### src/rtl/fsmp_pkg.sv
package fsmp_pkg;
   typedef enum logic [1:0] {
      CT_IDLE = 2'd0,
      CT_PAIR = 2'd1,
      CT_CMP  = 2'd2
   } ctl_e;
endpackage

### src/rtl/fsmp_table.sv
module fsmp_table #(
   parameter int N_STATES = 8,
   parameter int SW       = $clog2(N_STATES)
) (
   input  logic                         clk,
   input  logic                         rst_n,
   input  logic                         we,
   input  logic [SW-1:0]                addr,
   input  logic [SW-1:0]                nx0,
   input  logic [SW-1:0]                nx1,
   input  logic                         o0,
   input  logic                         o1,
   output logic [N_STATES-1:0][SW-1:0]  nx0_q,
   output logic [N_STATES-1:0][SW-1:0]  nx1_q,
   output logic [N_STATES-1:0]          o0_q,
   output logic [N_STATES-1:0]          o1_q
);
   for (genvar k = 0; k < N_STATES; k++) begin : g_ent
      always_ff @(posedge clk) begin
         if (!rst_n) begin
            nx0_q[k] <= '0;
            nx1_q[k] <= '0;
            o0_q[k]  <= 1'b0;
            o1_q[k]  <= 1'b0;
         end else if (we && (addr == SW'(k))) begin
            nx0_q[k] <= nx0;
            nx1_q[k] <= nx1;
            o0_q[k]  <= o0;
            o1_q[k]  <= o1;
         end
      end
   end
endmodule

### src/rtl/fsmp_label_bank.sv
module fsmp_label_bank #(
   parameter int N_STATES = 8,
   parameter int SW       = $clog2(N_STATES),
   parameter bit RD_REG   = 1'b0
) (
   input  logic                         clk,
   input  logic                         rst_n,
   input  logic                         wr,
   input  logic [SW-1:0]                wr_idx,
   input  logic [SW-1:0]                wr_val,
   input  logic                         copy,
   input  logic [SW-1:0]                rd_addr,
   output logic [N_STATES-1:0][SW-1:0]  prev_q,
   output logic [N_STATES-1:0][SW-1:0]  cur_q,
   output logic [SW-1:0]                rd_label
);
   for (genvar k = 0; k < N_STATES; k++) begin : g_lab
      always_ff @(posedge clk) begin
         if (!rst_n) begin
            cur_q[k]  <= '0;
            prev_q[k] <= '0;
         end else begin
            if (wr && (wr_idx == SW'(k))) cur_q[k] <= wr_val;
            if (copy)                     prev_q[k] <= cur_q[k];
         end
      end
   end

   if (RD_REG) begin : g_rd_reg
      always_ff @(posedge clk) begin
         if (!rst_n) rd_label <= '0;
         else        rd_label <= cur_q[rd_addr];
      end
   end else begin : g_rd_comb
      assign rd_label = cur_q[rd_addr];
   end
endmodule

### src/rtl/fsmp_pair_match.sv
module fsmp_pair_match #(
   parameter int N_STATES = 8,
   parameter int SW       = $clog2(N_STATES)
) (
   input  logic                         first,
   input  logic [SW-1:0]                si,
   input  logic [SW-1:0]                sj,
   input  logic [N_STATES-1:0][SW-1:0]  nx0_q,
   input  logic [N_STATES-1:0][SW-1:0]  nx1_q,
   input  logic [N_STATES-1:0]          o0_q,
   input  logic [N_STATES-1:0]          o1_q,
   input  logic [N_STATES-1:0][SW-1:0]  prev_q,
   output logic                         match
);
   logic same_out, same_blk, same_s0, same_s1;

   always_comb begin
      same_out = (o0_q[si] == o0_q[sj]) && (o1_q[si] == o1_q[sj]);
      same_blk = (prev_q[si] == prev_q[sj]);
      same_s0  = (prev_q[nx0_q[si]] == prev_q[nx0_q[sj]]);
      same_s1  = (prev_q[nx1_q[si]] == prev_q[nx1_q[sj]]);
      match    = first ? same_out : (same_blk && same_s0 && same_s1);
   end
endmodule

### src/rtl/fsm_equiv_partitioner.sv
module fsm_equiv_partitioner #(
   parameter int N_STATES = 8,
   parameter bit RD_REG   = 1'b0,
   localparam int SW      = $clog2(N_STATES),
   localparam int CW      = $clog2(N_STATES + 1)
) (
   input  logic          clk,
   input  logic          rst_n,
   input  logic          tbl_we,
   input  logic [SW-1:0] tbl_addr,
   input  logic [SW-1:0] tbl_next0,
   input  logic [SW-1:0] tbl_next1,
   input  logic          tbl_out0,
   input  logic          tbl_out1,
   input  logic [CW-1:0] cfg_states,
   input  logic          start,
   input  logic [SW-1:0] rd_addr,
   output logic [SW-1:0] rd_label,
   output logic          busy,
   output logic          done,
   output logic [CW-1:0] rounds,
   output logic [CW-1:0] classes
);
   import fsmp_pkg::*;

   if (N_STATES < 2 || N_STATES > 64) begin : g_bad_n
      $error("fsm_equiv_partitioner: N_STATES must lie in 2..64");
   end

   ctl_e          st;
   logic [SW-1:0] si, sj;
   logic [CW-1:0] round, n_lat, cls;
   logic          diff;
   logic [CW-1:0] eff_n;
   logic          match, lb_wr, lb_copy, last_pair, finish;

   logic [N_STATES-1:0][SW-1:0] nx0_q, nx1_q, prev_q, cur_q;
   logic [N_STATES-1:0]         o0_q, o1_q;

   fsmp_table #(.N_STATES(N_STATES), .SW(SW)) u_table (
      .clk   (clk),
      .rst_n (rst_n),
      .we    (tbl_we && !busy),
      .addr  (tbl_addr),
      .nx0   (tbl_next0),
      .nx1   (tbl_next1),
      .o0    (tbl_out0),
      .o1    (tbl_out1),
      .nx0_q (nx0_q),
      .nx1_q (nx1_q),
      .o0_q  (o0_q),
      .o1_q  (o1_q)
   );

   fsmp_pair_match #(.N_STATES(N_STATES), .SW(SW)) u_match (
      .first  (round == CW'(1)),
      .si     (si),
      .sj     (sj),
      .nx0_q  (nx0_q),
      .nx1_q  (nx1_q),
      .o0_q   (o0_q),
      .o1_q   (o1_q),
      .prev_q (prev_q),
      .match  (match)
   );

   fsmp_label_bank #(.N_STATES(N_STATES), .SW(SW), .RD_REG(RD_REG)) u_labels (
      .clk      (clk),
      .rst_n    (rst_n),
      .wr       (lb_wr),
      .wr_idx   (sj),
      .wr_val   (si),
      .copy     (lb_copy),
      .rd_addr  (rd_addr),
      .prev_q   (prev_q),
      .cur_q    (cur_q),
      .rd_label (rd_label)
   );

   always_comb begin
      eff_n     = ((cfg_states == '0) || (cfg_states > CW'(N_STATES))) ? CW'(N_STATES) : cfg_states;
      lb_wr     = (st == CT_PAIR) && match;
      last_pair = (CW'(sj) == (n_lat - CW'(1)));
      finish    = (round == n_lat) || ((round != CW'(1)) && !diff);
      lb_copy   = (st == CT_CMP) && !finish;
   end

   always_ff @(posedge clk) begin
      if (!rst_n) begin
         st      <= CT_IDLE;
         si      <= '0;
         sj      <= '0;
         round   <= '0;
         n_lat   <= '0;
         cls     <= '0;
         diff    <= 1'b0;
         busy    <= 1'b0;
         done    <= 1'b0;
         rounds  <= '0;
         classes <= '0;
      end else begin
         case (st)
            CT_IDLE: begin
               if (start) begin
                  n_lat <= eff_n;
                  round <= CW'(1);
                  si    <= '0;
                  sj    <= '0;
                  cls   <= '0;
                  diff  <= 1'b0;
                  busy  <= 1'b1;
                  done  <= 1'b0;
                  st    <= CT_PAIR;
               end
            end
            CT_PAIR: begin
               if (match) begin
                  if (si == sj)          cls  <= cls + CW'(1);
                  if (si != prev_q[sj])  diff <= 1'b1;
                  si <= '0;
                  if (last_pair) st <= CT_CMP;
                  else           sj <= sj + SW'(1);
               end else begin
                  si <= si + SW'(1);
               end
            end
            CT_CMP: begin
               if (finish) begin
                  busy    <= 1'b0;
                  done    <= 1'b1;
                  rounds  <= round;
                  classes <= cls;
                  st      <= CT_IDLE;
               end else begin
                  round <= round + CW'(1);
                  cls   <= '0;
                  diff  <= 1'b0;
                  si    <= '0;
                  sj    <= '0;
                  st    <= CT_PAIR;
               end
            end
            default: st <= CT_IDLE;
         endcase
      end
   end
endmodule

### config.mk
export PLATFORM = sky130hd
export DESIGN_NAME = fsm_equiv_partitioner
export DESIGN_NICKNAME = d
export VERILOG_FILES = /design/src/rtl/fsmp_pkg.sv /design/src/rtl/fsmp_table.sv /design/src/rtl/fsmp_label_bank.sv /design/src/rtl/fsmp_pair_match.sv /design/src/rtl/fsm_equiv_partitioner.sv
export SDC_FILE = /design/constraint.sdc
export NUM_CORES = 1
export LEC_CHECK = 0
export ABC_CLOCK_PERIOD_IN_PS = 3500
export BUFFER_PORTS_ARGS = -buffer_cell sky130_fd_sc_hd__buf_2
export CAP_MARGIN = 30
export CORE_ASPECT_RATIO = 1.5
export CORE_UTILIZATION = 45
export CTS_CLUSTER_DIAMETER = 40
export DETAILED_ROUTE_END_ITERATION = 6
export MAX_ROUTING_LAYER = met4
export SLEW_MARGIN = 20
export SYNTH_ARGS = -nofsm -noshare
export SYNTH_HDL_FRONTEND = slang
export SYNTH_SLANG_ARGS = --single-unit
export TNS_END_PERCENT = 1
### constraint.sdc
create_clock -name clk -period 3.5 [get_ports clk]
set_input_delay 0.7 -clock clk [delete_from_list [all_inputs] [get_ports clk]]
set_output_delay 0.7 -clock clk [all_outputs]
set_load 0.05 [all_outputs]
==> Implementation_results.wiki <==
{| class="wikitable"
! Metric !! Value
|-
| Nature of the critical path startpoint || flop
|-
| Fraction of final layout cells with drive strength greater than 1 || 18.92%
|-
| Critical path class || flop to flop
|-
| Worst rel slew slack || 47.37%
|-
| Most frequent cell after synthesis || sky130_fd_sc_hd__mux2i_1
|-
| Number of enable-type register cells in the synthesized netlist || 0
|-
| Capturing point of the worst reg2reg path || u_labels.cur_q[0]$_SDFFE_PN0P_
|-
| DRC viols || 0
|-
| Yosys cell types || 47
|-
| Launch point of the worst hold path || done$_SDFFE_PN0P_
|-
| Worst hold slack across all endpoints || 458.1 ps
|-
| Reported max-cap violation count || 0
|-
| DP HPWL || 16240 µm
|-
| Number of standard cells in the layout, taps in and fillers out || 1089
|-
| Global-route usage over all layers || 25.04%
|-
| Maximum buffer depth of the clock tree || 2
|-
| TritonCTS clock tree || built
|-
| Post-CTS clock slew at the launch and capture registers of the worst setup and hold paths || 60 ps
|-
| R2r worst-path depth || 11
|-
| Maximum level of the CTS H-tree || 4
|-
| Part of the Yosys area used for sequential elements || 34.40%
|-
| Count of hold buffers inserted by post-cts repair || 0
|-
| Chip Width || 113.0 µm
|-
| Worst min-delay path endpoint || done$_SDFFE_PN0P_
|-
| Unrepaired setup endpoints after global routing || true
|-
| Port Buf Inserts || 34
|-
| Smallest setup slack after layout || 101.8 ps
|-
| Number of hold-slack violations in the final timing report || 0
|-
| Number of global-route vias before repair || 6766
|-
| Proportion of netlist area held by the largest area contributor || 34.40%
|-
| Result of the run || finished clean
|-
| Largest cells by area after synthesis || sky130_fd_sc_hd__dfxtp_1 (34%), sky130_fd_sc_hd__mux2i_1 (24%), sky130_fd_sc_hd__mux4_2 (12%), sky130_fd_sc_hd__nor2_1 (5.4%), sky130_fd_sc_hd__nand2_1 (2.7%)
|-
| Post-detailed-route wirelength per cell || 20.44 µm
|-
| Standard cell area after detailed placement || 0.008780 mm²
|-
| Cell count of the worst hold path || 2
|-
| Synthesis-stage register bit count || 143
|-
| Die outline height || 168.6 µm
|-
| Number of clock sinks || 143
|-
| Number of standard cells after synthesis || 834
|-
| Top post-synthesis cells by count || sky130_fd_sc_hd__mux2i_1 (197), sky130_fd_sc_hd__dfxtp_1 (143), sky130_fd_sc_hd__nor2_1 (119), sky130_fd_sc_hd__nand2_1 (60), sky130_fd_sc_hd__mux4_2 (46)
|-
| Placer Congestion || 1.009
|-
| Die area || 0.01905 mm²
|-
| Initial Utilization || 46.19%
|-
| Final worst-path cycle share || 97.09%
|-
| Global-route wire length before repair || 35870 µm
|-
| Final standard cell area without fillers || 0.009380 mm²
|-
| Post-DR vias/cell || 6.013
|-
| Number of vias after detailed routing || 6548
|-
| Largest voltage drop on the vdd net || 0.3192 mV
|-
| Largest net degree at the start of global routing || 50
|-
| Yosys warning total || 0
|-
| Worst slack after detailed placement || 91.08 ps
|-
| Iteration count of the initial detailed-routing pass || 7
|-
| Final setup vio count || 0
|-
| Antenna diode instance count || 0
|-
| Syn-to-layout area delta || 12.70%
|-
| LEAKAGE || 4.003 nW
|-
| Number of top-level pins || 35
|-
| Number of design-rule violations left by the first detailed-router iteration || 346
|-
| Final setup TNS || 0 ps
|-
| Crit Reg-Reg Startpoint || si[1]$_SDFFE_PN0P_
|-
| Remaining antenna violation count || 0
|-
| Path class of the lowest-slack min-delay path || flop to flop
|-
| Top FF cell, synth || sky130_fd_sc_hd__dfxtp_1
|-
| Final period demand of the worst path || 3398 ps
|-
| Synthesized Nets || 867
|-
| Largest fanout on the critical path || 9
|-
| Floorplan row count || 60
|-
| Top cell type by total area after synthesis || sky130_fd_sc_hd__dfxtp_1
|-
| # placed instances || 1055
|-
| Post-synthesis instance area || 0.008323 mm²
|-
| Power consumption || 3.791 mW
|-
| Arrival time worst endpoint || 3690 ps
|-
| Utilization after layout || 52.06%
|-
| Maximum clock rate || 0.2943 GHz
|-
| Antenna violations before repair || 0
|-
| Fin. max-slew vios || 0
|-
| Internal reg-to-reg setup slack || 100 ps
|-
| Clock Skews || 15.37 ps
|-
| Syn_area_per_cell || 9.980 µm²
|-
| Share of synthesized flip-flops with an asynchronous set or reset || 0%
|-
| Fillcell total || 1645
|-
| Clock root cell || sky130_fd_sc_hd__clkbuf_16
|-
| Total Nets Final || 892
|-
| Detailed-route wire length || 22260 µm
|-
| PD cells || 404.2 mW/mm²
|-
| Worst-skew pair later-pin latency || 430 ps
|-
| Kind of end point of the critical path || flop
|-
| Required time at the endpoint of the critical path || 3790 ps
|-
| Inserted Clock Buffers || 17
|-
| Overall overflow remaining after global route || 0
|-
| Actual transition at the worst max-transition pin || 787.1 ps
|-
| Core box area || 0.01802 mm²
|}
-- power breakdown --
group	leakage (nW)	internal, mW	switching, mW
clock network	0.269	1.03	0.694
registers	1.16	1.65	0.0257
logic	2.58	0.158	0.228
-- area by class of cell --
cell class / instances / area (µm²) / area share, %
well taps: 217 / 271.5 / 2.894
flip-flops and latches: 143 / 2867 / 30.56
repair buffers: 70 / 494.2 / 5.269
clock buffers: 23 / 478.0 / 5.095
inverters: 11 / 41.29 / 0.4402
multi-input cells: 616 / 5144 / 54.84
clock inverters: 9 / 85.08 / 0.9070
-- state kept, by name (all words and copies together), names as in the netlist, 8 cells and up --
signal,cells
u_table.nx1_q,24
u_table.o0_q,8
u_table.o1_q,8
u_labels.prev_q,24
u_labels.cur_q,24
u_table.nx0_q,24
-- cells by family after synthesis --
logic type,Yosys count,share of synthesized area [%]
simple gates,257,13.88
flops,143,34.40
xor+xnor,26,2.736
compound gates,71,5.803
fa+ha+maj,11,1.654
mux,251,37.49
buf+inv,75,4.044
-- cell usage in the layout, fill, tap and decap left out, types with 3 or more instances in the layout --
master / instances
sky130_fd_sc_hd__mux2i_1: 197
sky130_fd_sc_hd__dfxtp_1: 140
sky130_fd_sc_hd__nor2_1: 119
sky130_fd_sc_hd__nand2_1: 60
sky130_fd_sc_hd__mux4_2: 46
sky130_fd_sc_hd__buf_2: 34
sky130_fd_sc_hd__buf_4: 31
sky130_fd_sc_hd__nand3_1: 20
sky130_fd_sc_hd__a22oi_1: 20
sky130_fd_sc_hd__clkbuf_16: 17
sky130_fd_sc_hd__xor2_1: 15
sky130_fd_sc_hd__o21ai_0: 14
sky130_fd_sc_hd__nand2b_1: 13
sky130_fd_sc_hd__nand3b_1: 13
sky130_fd_sc_hd__a21oi_1: 11
sky130_fd_sc_hd__xnor2_1: 11
sky130_fd_sc_hd__ha_1: 11
sky130_fd_sc_hd__inv_1: 9
sky130_fd_sc_hd__nand4_1: 7
sky130_fd_sc_hd__mux2_2: 6
sky130_fd_sc_hd__nor3b_1: 6
sky130_fd_sc_hd__nor3_1: 6
sky130_fd_sc_hd__o31ai_1: 5
sky130_fd_sc_hd__buf_12: 4
sky130_fd_sc_hd__or3_1: 3
sky130_fd_sc_hd__a21o_1: 3
sky130_fd_sc_hd__nor3b_2: 3
sky130_fd_sc_hd__a31oi_1: 3
sky130_fd_sc_hd__clkbuf_8: 3
sky130_fd_sc_hd__clkbuf_1: 3
sky130_fd_sc_hd__clkinvlp_4: 3
sky130_fd_sc_hd__clkinv_2: 3
sky130_fd_sc_hd__dfxtp_2: 3
-- what timing repair did --
item | in CTS | in global routing
endpoints found under the setup margin | 0 | 26
setup buffers | 0 | 2
gates resized for setup | 0 | 4
hold endpoints to repair | 0 | 0
-- worst max-delay path: stages (launching register included) --
cell,delay (ps)
sky130_fd_sc_hd__dfxtp_1,400
sky130_fd_sc_hd__mux4_2,610
sky130_fd_sc_hd__mux2i_4,200
sky130_fd_sc_hd__mux2_2,340
sky130_fd_sc_hd__or3_1,350
sky130_fd_sc_hd__nand4_1,90
sky130_fd_sc_hd__xor2_1,90
sky130_fd_sc_hd__or4_1,490
sky130_fd_sc_hd__o22ai_2,100
sky130_fd_sc_hd__buf_4,210
sky130_fd_sc_hd__nand3_1,200
sky130_fd_sc_hd__mux2i_1,170
-- worst max-delay path by stage --
stage | from | slack, ps | endpoint | depth (start not counted)
2_1_floorplan | si[1]$_SDFFE_PN0P_ | 170 | u_labels.cur_q[0]$_SDFFE_PN0P_ | 11
3_3_place_gp | si[0]$_SDFFE_PN0P_ | 190 | u_labels.cur_q[17]$_SDFFE_PN0P_ | 12
3_5_place_dp | si[0]$_SDFFE_PN0P_ | 90 | u_labels.cur_q[16]$_SDFFE_PN0P_ | 12
4_1_cts | si[0]$_SDFFE_PN0P_ | 70 | u_labels.cur_q[15]$_SDFFE_PN0P_ | 12
5_1_grt | si[1]$_SDFFE_PN0P_ | -30 | u_labels.cur_q[1]$_SDFFE_PN0P_ | 11
6_report | si[1]$_SDFFE_PN0P_ | 100 | u_labels.cur_q[0]$_SDFFE_PN0P_ | 11
-- routing by layer --
layer	wire length (µm)	up-vias	share of wire (%)	global-route usage, %
met1	8902	3261	40	27.31
met3	647	59	2.9	3.473
met2	11800	179	53	43.53
met4	905	0	4.1	14.19
li1	-	3049	-	-
met5	0	-	0	-
(Power assumes the default switching activity.)
